<file path="src/rtl/tri6_link_codec.sv">
module tri6_link_codec #(
  parameter int W = 6
) (
  input  logic         clk,
  input  logic         rst_n,
  input  logic         tx_valid,
  input  logic         tx_ctrl,
  input  logic [3:0]   tx_sym,
  output logic         tx_ready,
  output logic [W-1:0] tx_wires,
  input  logic         tx_ack_in,
  input  logic [W-1:0] rx_wires,
  output logic         rx_ack,
  output logic         rx_valid,
  output logic         rx_is_ctrl,
  output logic [3:0]   rx_data,
  input  logic         err_clr,
  output logic         rx_err
);
  localparam int NV = 1 << W;

  function automatic logic [W-1:0] encode(input logic [4:0] idx);
    int n;
    encode = '0;
    n = 0;
    for (int v = 0; v < NV; v++) begin
      if ($countones(v[W-1:0]) == 3) begin
        if (n == int'(idx)) encode = v[W-1:0];
        n++;
      end
    end
  endfunction

  function automatic logic [4:0] rank(input logic [W-1:0] code);
    int n;
    n = 0;
    for (int v = 0; v < NV; v++)
      if (v < int'(code) && $countones(v[W-1:0]) == 3) n++;
    rank = 5'(n);
  endfunction

  typedef enum logic [1:0] {T_IDLE, T_DRIVE, T_SPACE} tx_st_t;
  tx_st_t st;
  logic a1, a2;
  logic [4:0] tx_idx;

  assign tx_idx   = tx_ctrl ? {3'b100, tx_sym[1:0]} : {1'b0, tx_sym};
  assign tx_ready = (st == T_IDLE);

  always_ff @(posedge clk or negedge rst_n) begin
    if (!rst_n) begin
      st <= T_IDLE;
      tx_wires <= '0;
      a1 <= 1'b0;
      a2 <= 1'b0;
    end else begin
      a1 <= tx_ack_in;
      a2 <= a1;
      case (st)
        T_IDLE:  if (tx_valid) begin
                   tx_wires <= encode(tx_idx);
                   st <= T_DRIVE;
                 end
        T_DRIVE: if (a2) begin
                   tx_wires <= '0;
                   st <= T_SPACE;
                 end
        default: if (!a2) st <= T_IDLE;
      endcase
    end
  end

  logic [W-1:0] q1, q2;
  logic [3:0]   wt;
  logic [4:0]   rx_idx;

  assign wt     = 4'($countones(q2));
  assign rx_idx = rank(q2);

  always_ff @(posedge clk or negedge rst_n) begin
    if (!rst_n) begin
      q1 <= '0;
      q2 <= '0;
      rx_ack <= 1'b0;
      rx_valid <= 1'b0;
      rx_is_ctrl <= 1'b0;
      rx_data <= '0;
      rx_err <= 1'b0;
    end else begin
      q1 <= rx_wires;
      q2 <= q1;
      rx_valid <= 1'b0;
      if (!rx_ack && wt == 4'd3) begin
        rx_ack <= 1'b1;
        rx_valid <= 1'b1;
        rx_is_ctrl <= rx_idx[4];
        rx_data <= rx_idx[4] ? {2'b00, rx_idx[1:0]} : rx_idx[3:0];
      end else if (rx_ack && q2 == '0) begin
        rx_ack <= 1'b0;
      end
      if (wt > 4'd3) rx_err <= 1'b1;
      else if (err_clr) rx_err <= 1'b0;
    end
  end
endmodule


</file>
<file path="config.mk">
export PLATFORM = sky130hd
export DESIGN_NAME = tri6_link_codec
export DESIGN_NICKNAME = d
export VERILOG_FILES = /design/src/rtl/tri6_link_codec.sv
export SDC_FILE = /design/constraint.sdc
export NUM_CORES = 1
export LEC_CHECK = 0
export ABC_AREA = 1
export ABC_CLOCK_PERIOD_IN_PS = 15100
export CAP_MARGIN = 25
export CORE_UTILIZATION = 50
export CTS_CLUSTER_SIZE = 25
export DETAILED_ROUTE_END_ITERATION = 16
export PLACE_DENSITY = 0.69
export SYNTH_ARGS = -nofsm -noshare
export SYNTH_HDL_FRONTEND = slang
export SYNTH_SLANG_ARGS = --single-unit
</file>
<file path="constraint.sdc">
create_clock -name clk -period 15.1 [get_ports clk]
set_input_delay 2.265 -clock clk [delete_from_list [all_inputs] [get_ports clk]]
set_output_delay 2.265 -clock clk [all_outputs]
set_load 0.05 [all_outputs]
</file>
* Yosys cells after proc, flatten, opt, wreduce, memory -nomap -nowiden
Index checks and enable logic that the tools add are counted.
** Cells by class
- $add $sub $neg :: 42
- $lt $le $gt $ge :: 21
- Equal/unequal tests :: 24
- Muxes and demuxes :: 92
- Reductions and logical operators :: 11
** Operator list (count)
- $mux 32 :: 38
- $eq 32x6->1 :: 19
- $add 32x2->32 const B :: 18
- $mux 6 :: 20
- $mux 5 :: 20
- $add 5x2->5 const B :: 18
- $lt 6x6->1 const A :: 10
- $lt 5x6->1 const A :: 6
- $lt 4x6->1 const A :: 3
- $pmux 6 s2 :: 1
- $mux 4 :: 2
- $add 1x1->2 :: 3
- $logic_not 6->1 :: 1
- $lt 3x6->1 const A :: 1
- $mux 1 :: 6
- $mux 2 :: 3
- $reduce_and 3->1 :: 2
- $reduce_bool 2->1 :: 3
- $logic_not 5->1 :: 1
- $add 3x2->4 :: 1
- $eq 4x2->1 const B :: 1
- $gt 4x2->1 const B :: 1
- $ne 2x2->1 const B :: 2
- $pmux 2 s2 :: 1
- other kinds (8) :: 9
** Storage, ports and cells
- Flip-flop bits (word level) :: 30
- Input port bits :: 16
- Output and inout bits :: 15
- Word-level logic and storage cells :: 201

* Logic depth before layout (Yosys ltp)
Gate-level depths: netlist (run 1).
- Depth after elaboration :: 60
- Gate-level depth with buffers :: 78

* Worst setup path after synthesis (run 1)
Ideal clock, no wire load.
- Path kind :: flip-flop to flip-flop
- From :: register q2[3]
- To :: register rx_data[3]
- Library setup time :: 66 ps
- Arrival time :: 8319 ps
- Required time :: 15034 ps
- Slack :: 6715 ps
- Stages on the path, launching flop included :: 78
- Buffers on the path :: 1
- Period minus slack after synthesis :: 8385 ps
- Cell sequence :: dfrtp_1 -> buf_2 -> inv_1 -> o21ai_0 -> ha_1 -> inv_1 -> nand3_1 -> nand2_2 -> inv_1 -> ha_1 -> inv_1 -> nand2_1 -> nand2_1 -> inv_1 -> nand2_1 -> nand3_1 -> nand2_1 -> ha_1 -> (+42 left out) -> nand2_1 -> xnor2_1 -> nand2_1 -> nand2_1 -> ha_1 -> or2_2 -> o21ai_1 -> inv_1 -> ha_1 -> inv_1 -> nor2_1 -> nand3_1 -> inv_1 -> nand2_1 -> nand3_1 -> nand2_1 -> nand3_1 -> nand2_1
** Between the ends
- Cells in the longest elaborated chain, start to end :: 41
- Elaborated cells between the ends (all ways) :: 65
- Classes of those cells :: 22 x add/sub; 20 x order compare; 1 x eq/ne; 21 x mux; 1 x reduce/logical
** RTL lines
- start, declared :: RTL line 73 : logic [W-1:0] q1, q2;
- start signal, assigned :: RTL line 91 : q2 <= q1;
- $lt 3x6->1 :: RTL line 38 : if (v < int'(code) && $countones(v[W-1:0]) == 3) n++;
- $mux 1 :: RTL line 38
- $add 1x1->2 :: RTL line 38
- $mux 5 :: RTL line 38
- $add 5x2->5 :: RTL line 38
- $mux 5 :: RTL line 38
- $add 5x2->5 :: RTL line 38
- $mux 5 :: RTL line 38
- (+25 left out)
- $mux 5 :: RTL line 38
- $add 5x2->5 :: RTL line 38
- $mux 5 :: RTL line 38
- $add 5x2->5 :: RTL line 38
- $mux 5 :: RTL line 38
- $add 5x2->5 :: RTL line 38
- $mux 5 :: RTL line 38
- $mux 4 :: RTL line 97 : rx_data <= rx_idx[4] ? {2'b00, rx_idx[1:0]} : rx_idx[3:0];
- end signal, assigned :: RTL line 97
- end, declared :: RTL line 16 : output logic [3:0] rx_data,
Parallel ways exist; a longest one is shown, timed or not.
A chain may end at the register's enable or synchronous reset.

* Final worst setup path (run 1)
Same ends and word-level chain as after synthesis.

==> metrics.md, run 1 <==
| Metric | Value |
|---|---|
| Status | finished, final reports clean |
| Post-CTS Setup Inserts | 0 |
| H-tree Lvls | 2 |
| Starting Density | 51.9% |
| Total track usage | 21.6% |
| Least-Margin Pin Slew | 0.720 ns |
| Hold WS | 0.350 ns |
| YS warnings | 0 |
| Crit Path Category | flip-flop to flip-flop |
| CTS root buf | clkbuf_8 |
| Syn Nets | 751 |
| #FFs+latches synth | 30 |
| Max clock buf depth | 2 |
| Routed Wire Length | 8.40 mm |
| Hold Fails Final Rpt | 0 |
| Min-Delay Path Class | flip-flop to flip-flop |
| Cell Rows | 32 |
| Post-synth ARST share | 100% |
| Area grow syn2layout | 12.7% |
| Cell count after synthesis | 711 |
| Max Slew Vio Count | 0 |
| Worst path most repeated cell | nand2_1 |
| Die W | 91.8 um |
| RSZ-0062 raised after global routing | no |
| DRT antenna net count | 0 |
| Register-to-register setup slack | 5.86 ns |
| Detailed Place HPWL | 7.07 mm |
| NumNets Final | 785 |
| Post-synth top area share | 21.6% |
| CP Launch Type | flip-flop |
| Grt ovf | 0 |
| Tot Pwr | 605 uW |
| Peak VDD IR | 0.0000943 V |
| Worst slack, placed | 5.88 ns |
| Sequential-to-total area share from yosys stat | 18.6% |
| Top_reg_cell synth | dfrtp_1 |
| Synth top cells by count | nand2_1 (232), inv_1 (142), nand3_1 (102) |
| Hold buffer count at cts | 0 |
| Vias per cell | 4.88 |
| GP Congestion | 0.879 |
| # diodes | 0 |
| Port bufs | 30 |
| Leakage | 2.71 nW |
| Main area contributors after synthesis | nand2_1 (22%), dfrtp_1 (19%), inv_1 (13%) |
| Sink Count | 30 |
| Die area | 8420 um^2 |
| Pwr per Cell Area | 133 nW/um^2 |
| Total CTS buffers | 5 |
| Worst Setup End Kind | flip-flop |
| Arrival @ worst endpoint | 9.46 ns |
| CORE AREA | 7770 um^2 |
| Tcrit/Tclk final | 61.2% |
| Required @ worst endpoint | 15.31 ns |
| Final Setup Violations | 0 |
| Final Critical Period | 9.24 ns |
| Routed wire length per instance | 9.91 um |
| Largest net degree at the start of global routing | 31 |
| Critical Path Slowest Stage Cell | dfrtp_1 |
| Clk pin slew, worst setup/hold paths | 0.06 ns |
| DRT iter0 DRCs | 132 |
| Detailed-route via count | 4141 |
| Final WS setup | 5.86 ns |
| Post-route DRC | 0 |
| Die H | 91.8 um |
| Worst-path fanout max | 9 |
| Top cell type by total area after synthesis | nand2_1 |
| Share of layout cells above drive strength 1 | 8.98% |
| Worst skew pair latency | 0.27 ns |
| Initial antenna violation count | 0 |
| CTS tree | done |
| Crit-path max cell delay | 0.52 ns |
| First-pass GRT wire length | 15.8 mm |
| Filler instances | 814 |
| Yosys cell types | 39 |
| Avg Cell Area, Syn | 5.67 um^2 |
| Count leader, synth | nand2_1 |
| Post-Route Setup TNS | 0 ns |
| Slew margin rel. | 51.5% |
| # Max-Cap Violations | 0 |
| Mapped Area | 4030 um^2 |
| I/O pin count | 31 |
| First-pass iteration count of the detailed router | 5 |
| EDFF count, synth | 0 |
| CTS resizes | 0 |
| Vias in the first global route | 3886 |
| FMAX | 108 MHz |
| Fin Clk Skew | 0.00446 ns |
state kept, by name (all words and copies together) (netlist names), 2 cells and up:
| name | cells |
|---|---|
| q1 | 6 |
| q2 | 6 |
| tx_wires | 6 |
| rx_data | 4 |
| st | 2 |
per-stage QoR:
stage	area, um^2	std cells	utilization, %
after detailed placement	4450	840	57.2
after global placement	4450	840	57.2
after CTS	4540	848	58.5
after global routing	4540	848	58.5
after floorplan	4030	711	-
final	4540	848	58.5
critical path: cells and delay by family, from the launching register on:
kind	cells	cell delay, ns
AND/OR/NAND/NOR	47	4.33
adder cells (fa/ha/maj)	10	2.74
buffers and inverters	15	0.95
AO/OA/AOI/OAI	3	0.55
flip-flops	1	0.52
XOR/XNOR	1	0.12
layout by cell type, fill, tap and decap left out, types with 4 or more instances in the layout:
cell and count:
clkdlybuf4s50_1 30, nor2_1 59, nand3_1 102, nand2_2 28, o21ai_1 6, clkbuf_8 6, nand3_2 10, inv_1 142
a21oi_1 8, or2_2 4, nand2_4 5, nand2_1 232, ha_1 21, inv_2 6, o211ai_1 4, dfrtp_1 30
o21ai_0 17
layer usage:
metal  up-vias  global-route usage (%)  part of all wire (%)
li1       2277                       -                     -
met1      1781                    28.3                    50
met2        79                    39.0                    46
met3         4                    1.99                   3.1
met4         0                    3.78                  0.48
met5         -                       0                     0
area by class of cell:
type	instances	area (um^2)	area share, %
Multi-Input combinational cell	527	2700	59.4
Sequential cell	30	751	16.5
Inverter	150	563	12.4
Timing Repair Buffer	31	308	6.78
Tap cell	102	128	2.81
Clock buffer	6	82.6	1.82
Clock inverter	2	12.5	0.275
path summary, 6_finish.rpt:
path | endpoint | depth (start not counted) | start
worst max-delay path | rx_data[3]$_DFFE_PN0P_ | 76 | q2[3]$_DFF_PN0_
worst min-delay path | q2[0]$_DFF_PN0_ | 0 | q1[0]$_DFF_PN0_
worst max register to register | rx_data[3]$_DFFE_PN0P_ | 76 | q2[3]$_DFF_PN0_
worst min register to register | q2[0]$_DFF_PN0_ | 0 | q1[0]$_DFF_PN0_
max in group asynchronous | q1[3]$_DFF_PN0_ | 2 | rst_n
min in group asynchronous | rx_data[3]$_DFFE_PN0P_ | 2 | rst_n
power breakdown:
part	switching, mW	internal, mW	total, mW
clock	0.0281	0.0365	0.0646
combinational	0.283	0.145	0.428
sequential	0.0126	0.0999	0.112
cell families after synthesis:
family          count (synthesis)  share of synthesized area [%]
simple gates                  455                           51.4
compound gates                 46                           7.05
fa+ha+maj                      24                           8.01
xor+xnor                        2                          0.435
buf+inv                       154                           14.4
flops                          30                           18.6
Note: power is estimated with default switching activity, not from simulation.
==> inputs of run 2 (changes only) <==
ABC_CLOCK_PERIOD_IN_PS = 8450   (was 15100)
PLACE_DENSITY = 0.72   (was 0.69)
clock period = 8.45 ns   (was 15.1 ns; I/O delays follow)
==> run 2 against run 1 <==
Against the previous run:
- combinational power increased by 120%
- maximum frequency increased by 14%
- critical path depth unchanged
- largest cell class unchanged
- largest power group unchanged
==> metrics.md, run 2 (synthesized netlist as in run 1, its figures left out) <==
| Metric | Value |
|---|---|
| Grt ovf | 0 (unchanged) |
| I/O pin count | 31 (unchanged) |
| Share of layout cells above drive strength 1 | 24.9% (+16 points) |
| Worst path most repeated cell | nand2_2 |
| Area grow syn2layout | 30.2% |
| Least-Margin Pin Slew | 0.798 ns (+0.0788 ns) |
| Worst Setup End Kind | flip-flop |
| Die W | 91.8 um (unchanged) |
| Max Slew Vio Count | 0 (unchanged) |
| Die area | 8420 um^2 (unchanged) |
| Critical Path Slowest Stage Cell | dfrtp_1 |
| Die H | 91.8 um (unchanged) |
| Regs by FF count | q1 x6, q2 x6, tx_wires x6 |
| Starting Density | 51.9% (unchanged) |
| FMAX | 124 MHz (+14%) |
| CP Launch Type | flip-flop |
| Crit-path max cell delay | 0.40 ns (-0.12 ns) |
| P_sw | 665 uW (+110%) |
| Final Critical Period | 8.09 ns (-1.16 ns) |
| Detailed Place HPWL | 7.16 mm (+1.2%) |
| Routed Wire Length | 9.85 mm (+17%) |
| Final WS setup | 0.362 ns (-5.49 ns) |
| Vias per cell | 5.07 (+3.9%) |
| Routed wire length per instance | 11.1 um (+12%) |
| Largest net degree at the start of global routing | 31 (unchanged) |
| Peak VDD IR | 0.000244 V (+160%) |
| DP Area | 4580 um^2 (+3.0%) |
| Min-Delay Path Class | flip-flop to flip-flop |
| Vias in the first global route | 4193 (+7.9%) |
| Worst slack, placed | -0.228 ns (-6.11 ns) |
| First-pass GRT wire length | 16.4 mm (+3.9%) |
| CORE AREA | 7770 um^2 (unchanged) |
| Combinational share of power | 75.3% (+4.6 points) |
| Clk network pwr share | 8.9% (-1.8 points) |
| Slew margin rel. | 46.2% (-5.3 points) |
| Hold buffer count at cts | 0 (unchanged) |
| Switching part of the total power | 52.6% (-0.94 points) |
| Detailed-route via count | 4491 (+8.5%) |
| Port bufs | 30 (unchanged) |
| Post-route DRC | 0 (unchanged) |
| GP Congestion | 0.904 (+2.8%) |
| Int Pwr | 599 uW (+110%) |
| Initial antenna violation count | 0 (unchanged) |
| Final Setup Violations | 0 (unchanged) |
| Arrival @ worst endpoint | 8.31 ns (-1.15 ns) |
| # Max-Cap Violations | 0 (unchanged) |
| DRT iter0 DRCs | 149 (+13%) |
| Leakage | 2.96 nW (+9.3%) |
| Fin Clk Skew | 0.00473 ns (+0.000262 ns) |
| Max clock buf depth | 2 (unchanged) |
| CTS tree | done |
| H-tree Lvls | 2 (unchanged) |
| Reg power frac | 15.8% (-2.8 points) |
| # diodes | 0 (unchanged) |
| Crit Path Category | flip-flop to flip-flop |
| Total CTS buffers | 5 (unchanged) |
| Worst-path fanout max | 4 (-5) |
| CTS root buf | clkbuf_8 |
| Hold WS | 0.345 ns (-0.00453 ns) |
| Hold Fails Final Rpt | 0 (unchanged) |
| Commonest non-fill, non-tap cells in the layout | nand2_1 (188), inv_1 (130), nand3_1 (86), nand2_2 (63), nor2_1 (58) |
| Total track usage | 22.4% (+0.82 points) |
| Sink Count | 30 (unchanged) |
| First-pass iteration count of the detailed router | 5 (unchanged) |
| Pwr per Cell Area | 241 nW/um^2 (+81%) |
| Most common cell after layout, fill and taps aside | nand2_1 |
| NumNets Final | 822 (+4.7%) |
| Final non-filler cell area | 5250 um^2 (+16%) |
| Register-to-register setup slack | 0.36 ns (-5.49 ns) |
| Tcrit/Tclk final | 95.7% (+34 points) |
| Clk pin slew, worst setup/hold paths | 0.06 ns (about the same) |
| Worst skew pair latency | 0.27 ns (about the same) |
| Required @ worst endpoint | 8.67 ns (-6.64 ns) |
| Status | finished, final reports clean |
| DRT antenna net count | 0 (unchanged) |
| Cell Rows | 32 (unchanged) |
-- run 2: final cells by class --
cell class / instances / area (um^2)
multi-input cells: 527 / 3120
fillers: 685 / 2520
flip-flops and latches: 30 / 751
repair buffers: 68 / 589
inverters: 150 / 568
well taps: 102 / 128
clock buffers: 7 / 86.3
clock inverters: 1 / 5.00
-- run 2: what timing repair did --
action,CTS,global route
resized for setup,20,94
endpoints found under the hold margin,0,0
pin swaps,7,58
setup buffers,3,16
endpoints found under the setup margin,4,4
-- run 2: power by group through the flow --
stage,Combinational [mW],Sequential (mW),Clock (mW)
after floorplan,0.503,0.296,0
after global placement,0.772,0.202,0
after detailed placement,0.788,0.202,0
after CTS,0.811,0.200,0.116
after global routing,1.07,0.204,0.124
final,0.952,0.200,0.113
-- run 2: final timing paths --
check | start | depth (start not counted) | to
min reg2reg | q1[1]$_DFF_PN0_ | 0 | q2[1]$_DFF_PN0_
min in group asynchronous | rst_n | 2 | rx_data[0]$_DFFE_PN0P_
min | q1[1]$_DFF_PN0_ | 0 | q2[1]$_DFF_PN0_
max reg2reg | q2[5]$_DFF_PN0_ | 76 | rx_data[3]$_DFFE_PN0P_
max in group asynchronous | rst_n | 2 | q2[0]$_DFF_PN0_
max | q2[5]$_DFF_PN0_ | 76 | rx_data[3]$_DFFE_PN0P_
-- run 2: metal layers --
metal	track usage, %	vias to the layer above	part of all wire [%]
met5	0	-	0
met4	3.78	0	1.0
met3	1.99	10	2.7
met2	42.5	65	52
met1	27.8	2060	45
li1	-	2356	-
-- run 2: through the flow --
| step | instances | total power, mW | utilization, % | TNS (ns) |
|---|---|---|---|---|
| after floorplan | 711 | 0.799 | - | 0 |
| after global placement | 858 | 0.974 | 59.0 | 0 |
| after detailed placement | 858 | 0.990 | 59.0 | -0.630 |
| after CTS | 869 | 1.13 | 61.3 | 0 |
| after global routing | 885 | 1.40 | 67.6 | -0.548 |
| final | 885 | 1.26 | 67.6 | 0 |
-- run 2: critical path, delay by kind of cell (launching register included) --
| family | cells | cell delay [ns] |
|---|---|---|
| flops | 1 | 0.40 |
| simple gates | 49 | 4.31 |
| buf+inv | 14 | 0.70 |
| fa+ha+maj | 10 | 2.34 |
| compound gates | 2 | 0.15 |
| xor+xnor | 1 | 0.11 |
